--- src/rtl/tsc_pkg.sv ---
package tsc_pkg;

  typedef enum logic [2:0] {
    S_INIT,
    S_IDLE,
    S_REG_WR,
    S_REG_RD,
    S_MEM_WR,
    S_MEM_RD,
    S_MEM_WAIT,
    S_SREQ
  } fsm_state_e;

  typedef enum logic [1:0] {
    RG_NONE,
    RG_REG,
    RG_MEM
  } region_e;

  typedef enum logic [2:0] {
    IX_TID  = 3'd0,
    IX_CMD  = 3'd1,
    IX_STAT = 3'd2,
    IX_ARG  = 3'd3,
    IX_RES  = 3'd4,
    IX_TMR  = 3'd5,
    IX_NA6  = 3'd6,
    IX_NA7  = 3'd7
  } reg_idx_e;

  localparam logic [1:0] STAT_IDLE = 2'd0;
  localparam logic [1:0] STAT_RUN  = 2'd1;
  localparam logic [1:0] STAT_EXIT = 2'd2;

  localparam logic [1:0] REQ_NONE = 2'd0;
  localparam logic [1:0] REQ_RUN  = 2'd1;
  localparam logic [1:0] REQ_EXIT = 2'd2;

  localparam int CMD_RESET_CODE = 1;

  function automatic logic req_valid(input logic [1:0] code);
    return (code == REQ_RUN) || (code == REQ_EXIT);
  endfunction

  function automatic logic [1:0] req_target(input logic [1:0] code);
    logic [1:0] t;
    case (code)
      REQ_RUN:  t = STAT_RUN;
      REQ_EXIT: t = STAT_EXIT;
      default:  t = STAT_IDLE;
    endcase
    return t;
  endfunction

endpackage

--- src/rtl/tsc_addr_dec.sv ---
module tsc_addr_dec
  import tsc_pkg::*;
#(
  parameter int                ADDR_W    = 16,
  parameter int                MEM_WORDS = 1024,
  parameter int                MEM_AW    = 10,
  parameter logic [ADDR_W-1:0] MEM_BASE  = 16'h1000
) (
  input  logic [ADDR_W-1:0] addr,
  output region_e           region,
  output reg_idx_e          idx,
  output logic [MEM_AW-1:0] word
);

  localparam logic [ADDR_W:0] MEM_SPAN = (ADDR_W+1)'(MEM_WORDS * 4);

  logic [ADDR_W-1:0] off;
  logic              aligned;
  logic              in_mem;
  logic              in_reg;

  always_comb begin
    off     = addr - MEM_BASE;
    aligned = (addr[1:0] == 2'b00);
    in_mem  = (addr >= MEM_BASE) && ({1'b0, off} < MEM_SPAN);
    in_reg  = (addr[ADDR_W-1:5] == '0) && (addr[4:2] <= IX_TMR);
    idx     = reg_idx_e'(addr[4:2]);
    word    = off[MEM_AW+1:2];
    if (!aligned)    region = RG_NONE;
    else if (in_mem) region = RG_MEM;
    else if (in_reg) region = RG_REG;
    else             region = RG_NONE;
  end

endmodule

--- src/rtl/tsc_regs.sv ---
module tsc_regs
  import tsc_pkg::*;
#(
  parameter int DATA_W = 32
) (
  input  logic              clk,
  input  logic              rst_n,
  input  logic              clear,
  input  logic              wr_en,
  input  reg_idx_e          wr_idx,
  input  logic [DATA_W-1:0] wr_data,
  input  logic              st_set,
  input  logic [1:0]        st_val,
  input  logic [DATA_W-1:0] timer_i,
  input  reg_idx_e          rd_idx,
  output logic [DATA_W-1:0] rd_data,
  output logic [1:0]        status_o
);

  logic [DATA_W-1:0] tid_q, cmd_q, arg_q, res_q;
  logic [1:0]        stat_q;
  logic              we_tid, we_cmd, we_arg, we_res;

  always_comb begin
    we_tid = wr_en && (wr_idx == IX_TID);
    we_cmd = wr_en && (wr_idx == IX_CMD);
    we_arg = wr_en && (wr_idx == IX_ARG);
    we_res = wr_en && (wr_idx == IX_RES);
  end

  always_ff @(posedge clk or negedge rst_n) begin
    if (!rst_n) begin
      tid_q  <= '0;
      cmd_q  <= '0;
      arg_q  <= '0;
      res_q  <= '0;
      stat_q <= STAT_IDLE;
    end else if (clear) begin
      tid_q  <= '0;
      cmd_q  <= '0;
      arg_q  <= '0;
      res_q  <= '0;
      stat_q <= STAT_IDLE;
    end else begin
      if (we_tid) tid_q  <= wr_data;
      if (we_cmd) cmd_q  <= wr_data;
      if (we_arg) arg_q  <= wr_data;
      if (we_res) res_q  <= wr_data;
      if (st_set) stat_q <= st_val;
    end
  end

  always_comb begin
    case (rd_idx)
      IX_TID:  rd_data = tid_q;
      IX_CMD:  rd_data = cmd_q;
      IX_STAT: rd_data = DATA_W'(stat_q);
      IX_ARG:  rd_data = arg_q;
      IX_RES:  rd_data = res_q;
      IX_TMR:  rd_data = timer_i;
      default: rd_data = '0;
    endcase
  end

  assign status_o = stat_q;

endmodule

--- src/rtl/tsc_fsm.sv ---
module tsc_fsm
  import tsc_pkg::*;
#(
  parameter int DATA_W = 32
) (
  input  logic              clk,
  input  logic              rst_n,
  input  logic              bus_wr,
  input  logic              bus_rd,
  input  region_e           region,
  input  reg_idx_e          idx,
  input  logic [DATA_W-1:0] wdata,
  input  logic [1:0]        sys_req,
  input  logic [1:0]        status,
  output logic              clear,
  output logic              reg_we,
  output logic              rd_reg,
  output logic              rd_mem,
  output logic              mem_en,
  output logic              mem_we,
  output logic              st_set,
  output logic [1:0]        st_val,
  output logic              ack,
  output logic              idle
);

  localparam logic [DATA_W-1:0] RESET_CODE = DATA_W'(CMD_RESET_CODE);

  fsm_state_e st_q, st_nxt;
  logic       req_ok;
  logic       go_req;
  logic       is_reset_cmd;

  always_comb begin
    req_ok       = req_valid(sys_req);
    go_req       = req_ok && (req_target(sys_req) != status);
    is_reset_cmd = (region == RG_REG) && (idx == IX_CMD) && (wdata == RESET_CODE);
  end

  // Next-state logic: fixed priority in idle (write, read, then mailbox)
  always_comb begin
    st_nxt = st_q;
    case (st_q)
      S_INIT: st_nxt = S_IDLE;
      S_IDLE: begin
        if (bus_wr)      st_nxt = (region == RG_MEM) ? S_MEM_WR : S_REG_WR;
        else if (bus_rd) st_nxt = (region == RG_MEM) ? S_MEM_RD : S_REG_RD;
        else if (go_req) st_nxt = S_SREQ;
      end
      S_REG_WR: st_nxt = is_reset_cmd ? S_INIT : S_IDLE;
      S_MEM_RD: st_nxt = S_MEM_WAIT;
      default:  st_nxt = S_IDLE;
    endcase
  end

  always_ff @(posedge clk or negedge rst_n) begin
    if (!rst_n) st_q <= S_INIT;
    else        st_q <= st_nxt;
  end

  always_comb begin
    clear  = (st_q == S_INIT);
    reg_we = (st_q == S_REG_WR) && (region == RG_REG);
    rd_reg = (st_q == S_REG_RD) && (region == RG_REG);
    rd_mem = (st_q == S_MEM_WAIT);
    mem_en = (st_q == S_MEM_WR) || (st_q == S_MEM_RD);
    mem_we = (st_q == S_MEM_WR);
    st_set = (st_q == S_SREQ) && req_ok;
    st_val = req_target(sys_req);
    ack    = (st_q == S_REG_WR) || (st_q == S_REG_RD) ||
             (st_q == S_MEM_WR) || (st_q == S_MEM_WAIT);
    idle   = (st_q == S_IDLE);
  end

endmodule

--- src/rtl/thread_sys_ctrl.sv ---
module thread_sys_ctrl
  import tsc_pkg::*;
#(
  parameter int                ADDR_W    = 16,
  parameter int                DATA_W    = 32,
  parameter int                MEM_WORDS = 1024,
  parameter logic [ADDR_W-1:0] MEM_BASE  = 16'h1000,
  localparam int               MEM_AW    = $clog2(MEM_WORDS)
) (
  input  logic              clk,
  input  logic              rst_n,
  input  logic              bus_wr,
  input  logic              bus_rd,
  input  logic [ADDR_W-1:0] bus_addr,
  input  logic [DATA_W-1:0] bus_wdata,
  output logic [DATA_W-1:0] bus_rdata,
  output logic              bus_ack,
  input  logic [1:0]        sys_req,
  output logic [1:0]        status_o,
  input  logic [DATA_W-1:0] timer_i,
  output logic              mem_en,
  output logic              mem_we,
  output logic [MEM_AW-1:0] mem_addr,
  output logic [DATA_W-1:0] mem_wdata,
  input  logic [DATA_W-1:0] mem_rdata
);

  // Reset: asserted asynchronously, released on the clock
  logic [1:0] rst_sync_q;
  logic       rst_int_n;

  always_ff @(posedge clk or negedge rst_n) begin
    if (!rst_n) rst_sync_q <= 2'b00;
    else        rst_sync_q <= {rst_sync_q[0], 1'b1};
  end
  assign rst_int_n = rst_sync_q[1];

  region_e           region;
  reg_idx_e          idx;
  logic [MEM_AW-1:0] word;
  logic              clear, reg_we, rd_reg, rd_mem, st_set, fsm_idle;
  logic [1:0]        st_val;
  logic [DATA_W-1:0] reg_rdata;

  tsc_addr_dec #(
    .ADDR_W   (ADDR_W),
    .MEM_WORDS(MEM_WORDS),
    .MEM_AW   (MEM_AW),
    .MEM_BASE (MEM_BASE)
  ) u_dec (
    .addr  (bus_addr),
    .region(region),
    .idx   (idx),
    .word  (word)
  );

  tsc_fsm #(.DATA_W(DATA_W)) u_fsm (
    .clk    (clk),
    .rst_n  (rst_int_n),
    .bus_wr (bus_wr),
    .bus_rd (bus_rd),
    .region (region),
    .idx    (idx),
    .wdata  (bus_wdata),
    .sys_req(sys_req),
    .status (status_o),
    .clear  (clear),
    .reg_we (reg_we),
    .rd_reg (rd_reg),
    .rd_mem (rd_mem),
    .mem_en (mem_en),
    .mem_we (mem_we),
    .st_set (st_set),
    .st_val (st_val),
    .ack    (bus_ack),
    .idle   (fsm_idle)
  );

  tsc_regs #(.DATA_W(DATA_W)) u_regs (
    .clk     (clk),
    .rst_n   (rst_int_n),
    .clear   (clear),
    .wr_en   (reg_we),
    .wr_idx  (idx),
    .wr_data (bus_wdata),
    .st_set  (st_set),
    .st_val  (st_val),
    .timer_i (timer_i),
    .rd_idx  (idx),
    .rd_data (reg_rdata),
    .status_o(status_o)
  );

  assign mem_addr  = word;
  assign mem_wdata = bus_wdata;

  always_comb begin
    if (rd_mem)      bus_rdata = mem_rdata;
    else if (rd_reg) bus_rdata = reg_rdata;
    else             bus_rdata = '0;
  end

endmodule

--- config.mk ---
export PLATFORM = sky130hd
export DESIGN_NAME = thread_sys_ctrl
export DESIGN_NICKNAME = d
export VERILOG_FILES = /design/src/rtl/tsc_pkg.sv /design/src/rtl/tsc_addr_dec.sv /design/src/rtl/tsc_regs.sv /design/src/rtl/tsc_fsm.sv /design/src/rtl/thread_sys_ctrl.sv
export SDC_FILE = /design/constraint.sdc
export NUM_CORES = 1
export LEC_CHECK = 0
export CORE_AREA = 2 2 127 129
export DETAILED_ROUTE_END_ITERATION = 10
export DIE_AREA = 0 0 129 131
export PLACE_DENSITY = 0.89
export SLEW_MARGIN = 0
export SYNTH_ARGS = -nofsm -noshare
export SYNTH_HDL_FRONTEND = slang
export SYNTH_SLANG_ARGS = --single-unit
--- constraint.sdc ---
create_clock -name clk -period 5.8 [get_ports clk]
set_input_delay 1.16 -clock clk [delete_from_list [all_inputs] [get_ports clk]]
set_output_delay 1.16 -clock clk [all_outputs]
set_load 0.05 [all_outputs]
* Yosys cells after proc, flatten, opt, wreduce, memory -nomap -nowiden
Cells that the tools add are included.
** Word-level totals
- Flip-flop bits (word level) :: 135
- Input bits :: 118
- Output and inout port bits :: 79
- Word-level logic and storage cells :: 80
** Cells by class
- Add/subtract/negate cells :: 1
- Magnitude comparators :: 3
- Equality and inequality tests :: 19
- Muxes and demuxes :: 24
- Reductions and logical operators :: 26
** Operators by type and width (count)
- 2-to-1 mux 32 bit :: 10
- case mux 32 bit (6 select lines) :: 1
- equality test 32 x 1 -> 1 bit, second input constant :: 1
- equality test 3 bit, second input constant :: 6
- greater-or-equal comparator 16 x 13 -> 1 bit, second input constant :: 1
- < comparator 16 x 13 -> 1 bit, second input constant :: 1
- subtractor 16 x 13 -> 16 bit, second input constant :: 1
- 2-to-1 mux 3 bit :: 5
- equality test 3 x 2 -> 1 bit, second input constant :: 4
- logical AND 1 bit :: 12
- logical NOT 11 bit :: 1
- nonzero test 2 bit :: 5
- case mux 3 bit (3 select lines) :: 1
- 2-to-1 mux 2 bit :: 4
- equality test 3 x 1 -> 1 bit, second input constant :: 2
- logical NOT 3 bit :: 2
- logical OR 1 bit :: 5
- equality test 2 x 1 -> 1 bit, second input constant :: 2
- equality test 2 bit, second input constant :: 2
- inequality test 4 x 3 -> 1 bit, second input constant :: 1
- case mux 2 bit (2 select lines) :: 1
- less-or-equal comparator 3 bit, second input constant :: 1
- logical NOT 2 bit :: 1
- 2-to-1 mux 1 bit :: 2
- inequality test 2 bit :: 1

* Logic depth before layout (Yosys ltp)
Gate-level depths: netlist (run 1).
- Word-level depth :: 10
- Mapped depth :: 8
- Mapped depth without buffers :: 6

* Modules after synthesis
From an unflattened synthesis (run 1), not the netlist that was laid out.
** Second synthesis, totals
- Cells, all modules :: 891
- Area total of the unflattened synthesis :: 7642.3 µm²
** Modules (own cells, without submodules)
- tsc_regs :: instances 1, cells each 749, area each 6500.0 µm², sequential area each 3253.1 µm²
- thread_sys_ctrl :: instances 1, cells each 77, area each 651.9 µm², sequential area each 50.0 µm²
- tsc_fsm :: instances 1, cells each 45, area each 349.1 µm², sequential area each 75.1 µm²
- tsc_addr_dec :: instances 1, cells each 20, area each 141.4 µm², sequential area each 0.0 µm²

* Least setup slack after synthesis (run 1)
OpenSTA, ideal clock, no wires.
- Path type :: input to output
- From :: input bus_addr[9]
- To :: output bus_rdata[10]
- Data arrival time :: 3.342 ns
- Data required time :: 4.640 ns
- Slack :: 1.298 ns
- Stages on the path :: 6
- Path buffers :: 2
- Cells stage by stage :: nor4_1 and4b_1 clkbuf_1 nand4_1 clkbuf_1 o21ai_0
** On the way
- Cells in the longest elaborated chain, start to end :: 9
- Elaborated cells on any way between the ends :: 13
- Those cells by class :: add/sub: 1; order compare: 2; eq/ne: 1; mux: 5; reduce/logical: 4
** RTL lines
- start, declared :: line thread_sys_ctrl.sv:14 : input logic [ADDR_W-1:0] bus_addr,
- subtractor 16 x 13 -> 16 bit or logical NOT 11 bit (tied branches) :: line tsc_addr_dec.sv:23, tsc_addr_dec.sv:26
- < comparator 16 x 13 -> 1 bit or logical AND 1 bit (tied branches) :: line tsc_addr_dec.sv:25, tsc_addr_dec.sv:26
- logical AND 1 bit or 2-to-1 mux 1 bit (tied branches) :: line tsc_addr_dec.sv:25, tsc_addr_dec.sv:31
- 2-to-1 mux 2 bit * :: line tsc_addr_dec.sv:30 : else if (in_mem) region = RG_MEM;
- 2-to-1 mux 2 bit * :: line tsc_addr_dec.sv:29 : if (!aligned) region = RG_NONE;
- equality test 2 x 1 -> 1 bit * :: line tsc_fsm.sv:64 : rd_reg = (st_q == S_REG_RD) && (region == RG_REG);
- logical AND 1 bit * :: line tsc_fsm.sv:64
- 2-to-1 mux 32 bit * :: line thread_sys_ctrl.sv:99 : else if (rd_reg) bus_rdata = reg_rdata;
- 2-to-1 mux 32 bit * :: line thread_sys_ctrl.sv:98 : if (rd_mem) bus_rdata = mem_rdata;
- end, declared :: line thread_sys_ctrl.sv:16 : output logic [DATA_W-1:0] bus_rdata,
Every way passes the cells marked *; elsewhere a longest branch is shown, timed or not.

* Worst setup path after layout (run 1)
- From :: input bus_addr[4]
- To :: output bus_rdata[1]
** On the way
- Cells in the longest elaborated chain, start to end :: 9
- Elaborated cells on any way between the ends :: 20
- Those cells by class :: add/sub: 1; order compare: 3; eq/ne: 6; mux: 6; reduce/logical: 4
** RTL lines (line)
- subtractor 16 x 13 -> 16 bit or less-or-equal comparator 3 bit (tied branches) :: tsc_addr_dec.sv:23, tsc_addr_dec.sv:26
- < comparator 16 x 13 -> 1 bit or logical AND 1 bit (tied branches) :: tsc_addr_dec.sv:25, tsc_addr_dec.sv:26
- logical AND 1 bit or 2-to-1 mux 1 bit (tied branches) :: tsc_addr_dec.sv:25, tsc_addr_dec.sv:31
- 2-to-1 mux 2 bit :: tsc_addr_dec.sv:30
- 2-to-1 mux 2 bit :: tsc_addr_dec.sv:29
- equality test 2 x 1 -> 1 bit :: tsc_fsm.sv:64
- logical AND 1 bit :: tsc_fsm.sv:64
- 2-to-1 mux 32 bit * :: thread_sys_ctrl.sv:99
- 2-to-1 mux 32 bit * :: thread_sys_ctrl.sv:98
Marks and branches as above.

==> results of run 1 <==
-- stage by stage --
| stage | total power, µW | hold slack, ns |
|---|---|---|
| global placement | 1586 | 0.3353 |
| global route | 2693 | 0.3831 |
| CTS | 2606 | 0.3637 |
| detailed placement | 1595 | 0.3517 |
| finish | 2614 | 0.3559 |
| floorplan | 1390 | 0.3312 |
-- worst paths after layout --
path / start / to / slack, ns / cells past startpoint
worst max-delay path: bus_addr[4] / bus_rdata[1] / 0.87 / 8
worst min-delay path: rst_sync_q[0] / rst_sync_q[1] / 0.36 / 0
worst min register to register: rst_sync_q[0] / rst_sync_q[1] / 0.36 / 0
worst max register to register: u_fsm.st_q[0] / u_regs.res_q[7] / 3.06 / 4
max in group asynchronous: rst_sync_q[1] / u_regs.cmd_q[17] / 3.92 / 1
min in group asynchronous: rst_sync_q[1] / u_regs.status_o[0] / 0.42 / 0
-- Yosys cell counts, drive strengths merged, types with 2 or more instances --
cell / instances
nand4: 3
a21oi: 6
o211ai: 15
o21ai: 31
nor4: 8
and4: 3
buf: 64
clkbuf: 39
dfrtp: 135
nor3b: 2
xnor2: 2
a32oi: 15
nand2: 206
or4: 2
ha: 2
a22oi: 13
nor2: 12
o22a: 14
a22o: 18
nand3: 4
and3b: 2
nor3: 6
mux2i: 163
nand2b: 3
inv: 5
-- critical path: stages --
cell	delay, ns
clkdlybuf4s50_1	0.43
buf_4	0.22
nand2_1	0.13
and4b_1	0.40
and4_1	0.80
buf_4	0.27
a22o_1	0.15
buf_4	0.20
-- state kept, by name, summed over array words and instances (netlist names) --
register         flops
u_regs.res_q        32
u_regs.tid_q        32
u_regs.cmd_q        32
u_fsm.st_q           3
rst_sync_q           2
u_regs.status_o      2
u_regs.arg_q        32
-- layer usage --
| layer | track usage | vias up |
|---|---|---|
| met5 | 0 | - |
| li1 | - | 2986 |
| met3 | 0.07044 | 61 |
| met2 | 0.4728 | 315 |
| met1 | 0.3257 | 3274 |
| met4 | 0.1311 | 0 |
-- kinds of logic (layout without fill, tap and decap cells) --
kind of cell               Yosys count  count (layout)  synth area share
and+or+nand+nor                    257             257            0.1452
muxes                              164             164            0.2154
xor gates and xnor gates             2               2          0.002282
buffers and inverters              108             244           0.08328
adders and majority gates            2               2          0.003259
other                                1               1         0.0004884
AOI/OAI and AO/OA                  117             117            0.1100
DFF                                135             135            0.4400
-- area by class of cell --
| type | instances | area (µm²) |
|---|---|---|
| fill | 1146 | 5315 |
| multi-input combinational | 543 | 3684 |
| sequential | 135 | 3382 |
| timing repair buffer | 211 | 2380 |
| clock buffer | 25 | 505.5 |
| tap | 216 | 270.3 |
| clock inverter | 3 | 42.54 |
| inverter | 5 | 18.77 |
-- power groups by stage --
stage	combinational, µW	clock [µW]	sequential (µW)
2_1_floorplan	378	0	1010
3_5_place_dp	578	0	1020
5_1_grt	631	1060	1010
3_3_place_gp	572	0	1010
6_report	591	1020	1000
4_1_cts	584	1020	1000
==> flow_summary.yaml, run 1 <==
outcome:
  outcome: "finished, final reports clean"
power_and_ir_drop:
  pwr-share-clk: 0.390
  irDropWorstVdd_uv: 216.3
  swShare: 0.3107
  p_int_uw: 1802
  p_comb_frac: 0.226
  p_sw_uw: 811.9
  power.density_nw_per_um2: 254.2
  sequentialPowerShare: 0.384
  p_leak_uw: 0.004969
sta:
  finalSetupViolations: 0
  finalMaxSlewViolations: 0
  setup_ws_ns: 0.8678
  fmax_mhz: 202.7
  period_share: 0.8504
  worst_pin_slew_ns: 1.214
  hold_violations: 0
  period_needed_ns: 4.932
  rsz0062_at_grt: "no"
  maxSlewHeadroom: 0.1906
  fin_tns_setup_ns: 0
  final.setup_skew_ns: 0.005551
placement:
  gp_congestion: 0.8058
  io_buffers: 196
  dp_slack_ns: 0.9218
  dp_cells: 1110
  placed_cell_area_um2: 9728
  dp_hpwl_um: 15070
routing:
  routed_wl_um: 22760
  first_pass_iters: 6
  wl_met3_um: 1662
  highest_layer: "met4"
  wl_met2_um: 11600
  wl_met1_um: 8759
  via_per_inst: 5.831
  antenna_left: 0
  num_vias: 6636
  drt-initial-drc-count: 655
  drc: 0
  routedWlPerCell_um: 20.00
clock_network:
  clk_pin_slew_worst_paths_ns: 0.05
  cts_made_buffers: 17
  root_buffer: "clkbuf_16"
  tritoncts: "done"
  cts.htree.levels: 4
  cts_resized: 0
  worstSkewPairLatency_ns: 0.42
  hold_buffers: 0
  cts.sinks: 135
  clock_path_buffers: 2
  post_cts_buffers: 0
finish:
  antenna_cells: 0
  syn_to_final_growth_pct: 33.93
  final_cell_mix: "nand2_1 (206), mux2i_1 (163), clkdlybuf4s50_1 (163)"
  nNetsFinal: 1033
  stdcell_count: 1138
  finalInstanceArea_um2: 10280
  final_common_cell: "nand2_1"
  drive_gt1_frac: 0.09328
  fin_util: 0.6592
logic_synthesis:
  yosys-top-cells-area: "dfrtp_1 (44%), mux2i_1 (21%), nand2_1 (10%), buf_4 (4.1%), a22o_1 (2.1%)"
  ys_ff_latch: 135
  yosys_warnings: 0
  yosysSeqAreaShare: 0.4400
  synthCells: 786
  synth_area_um2: 7677
  yosysUniqueCellTypes: 45
  synth_ff_type: "dfrtp_1"
  synth_top_area_frac: 0.4400
  avgSynthCellArea_um2: 9.768
  yosysTopAreaCell: "dfrtp_1"
  syn-num-nets: 906
  async_flop_share: 1.000
  synth_edf_count: 0
global_routing:
  grt_usage: 0.2755
  overflow: 0
  antenna_found_initial: 0
  grt_pass1_vias: 6936
  grt_max_degree: 90
  grt_pass1_wl_um: 35800
critical_path:
  worstSetupEndpointType: "output pin"
  required_ns: 4.64
  critPathMaxFanout: 20
  critical_path_class: "primary input to output pin"
  critPathArrivalTime_ns: 3.77
  critPathLaunchType: "primary input"
floorplanning:
  die_x_um: 129
  boundaryPins: 197
  fp.dieH_um: 131
  die-area_um2: 16900
  coreArea_um2: 15600
  floorplan.initialDensity: 0.4922
  rows: 46
worst_hold_path:
  hp-class: "register to register"
flow_run:
  drv_cap: 0
Note: power is estimated with default switching activity, not from simulation.
==> run 2: changes to the inputs <==
Settings changed: SLEW_MARGIN 0 to default.
==> results of run 2 <==
No change in the layout: final DEF, timing and power equal those of run 1.
==> run 3: changes to the inputs <==
Settings changed: CTS_CLUSTER_DIAMETER from default to 50.
==> results of run 3 <==
No change in the layout: final DEF, timing and power equal those of run 1.
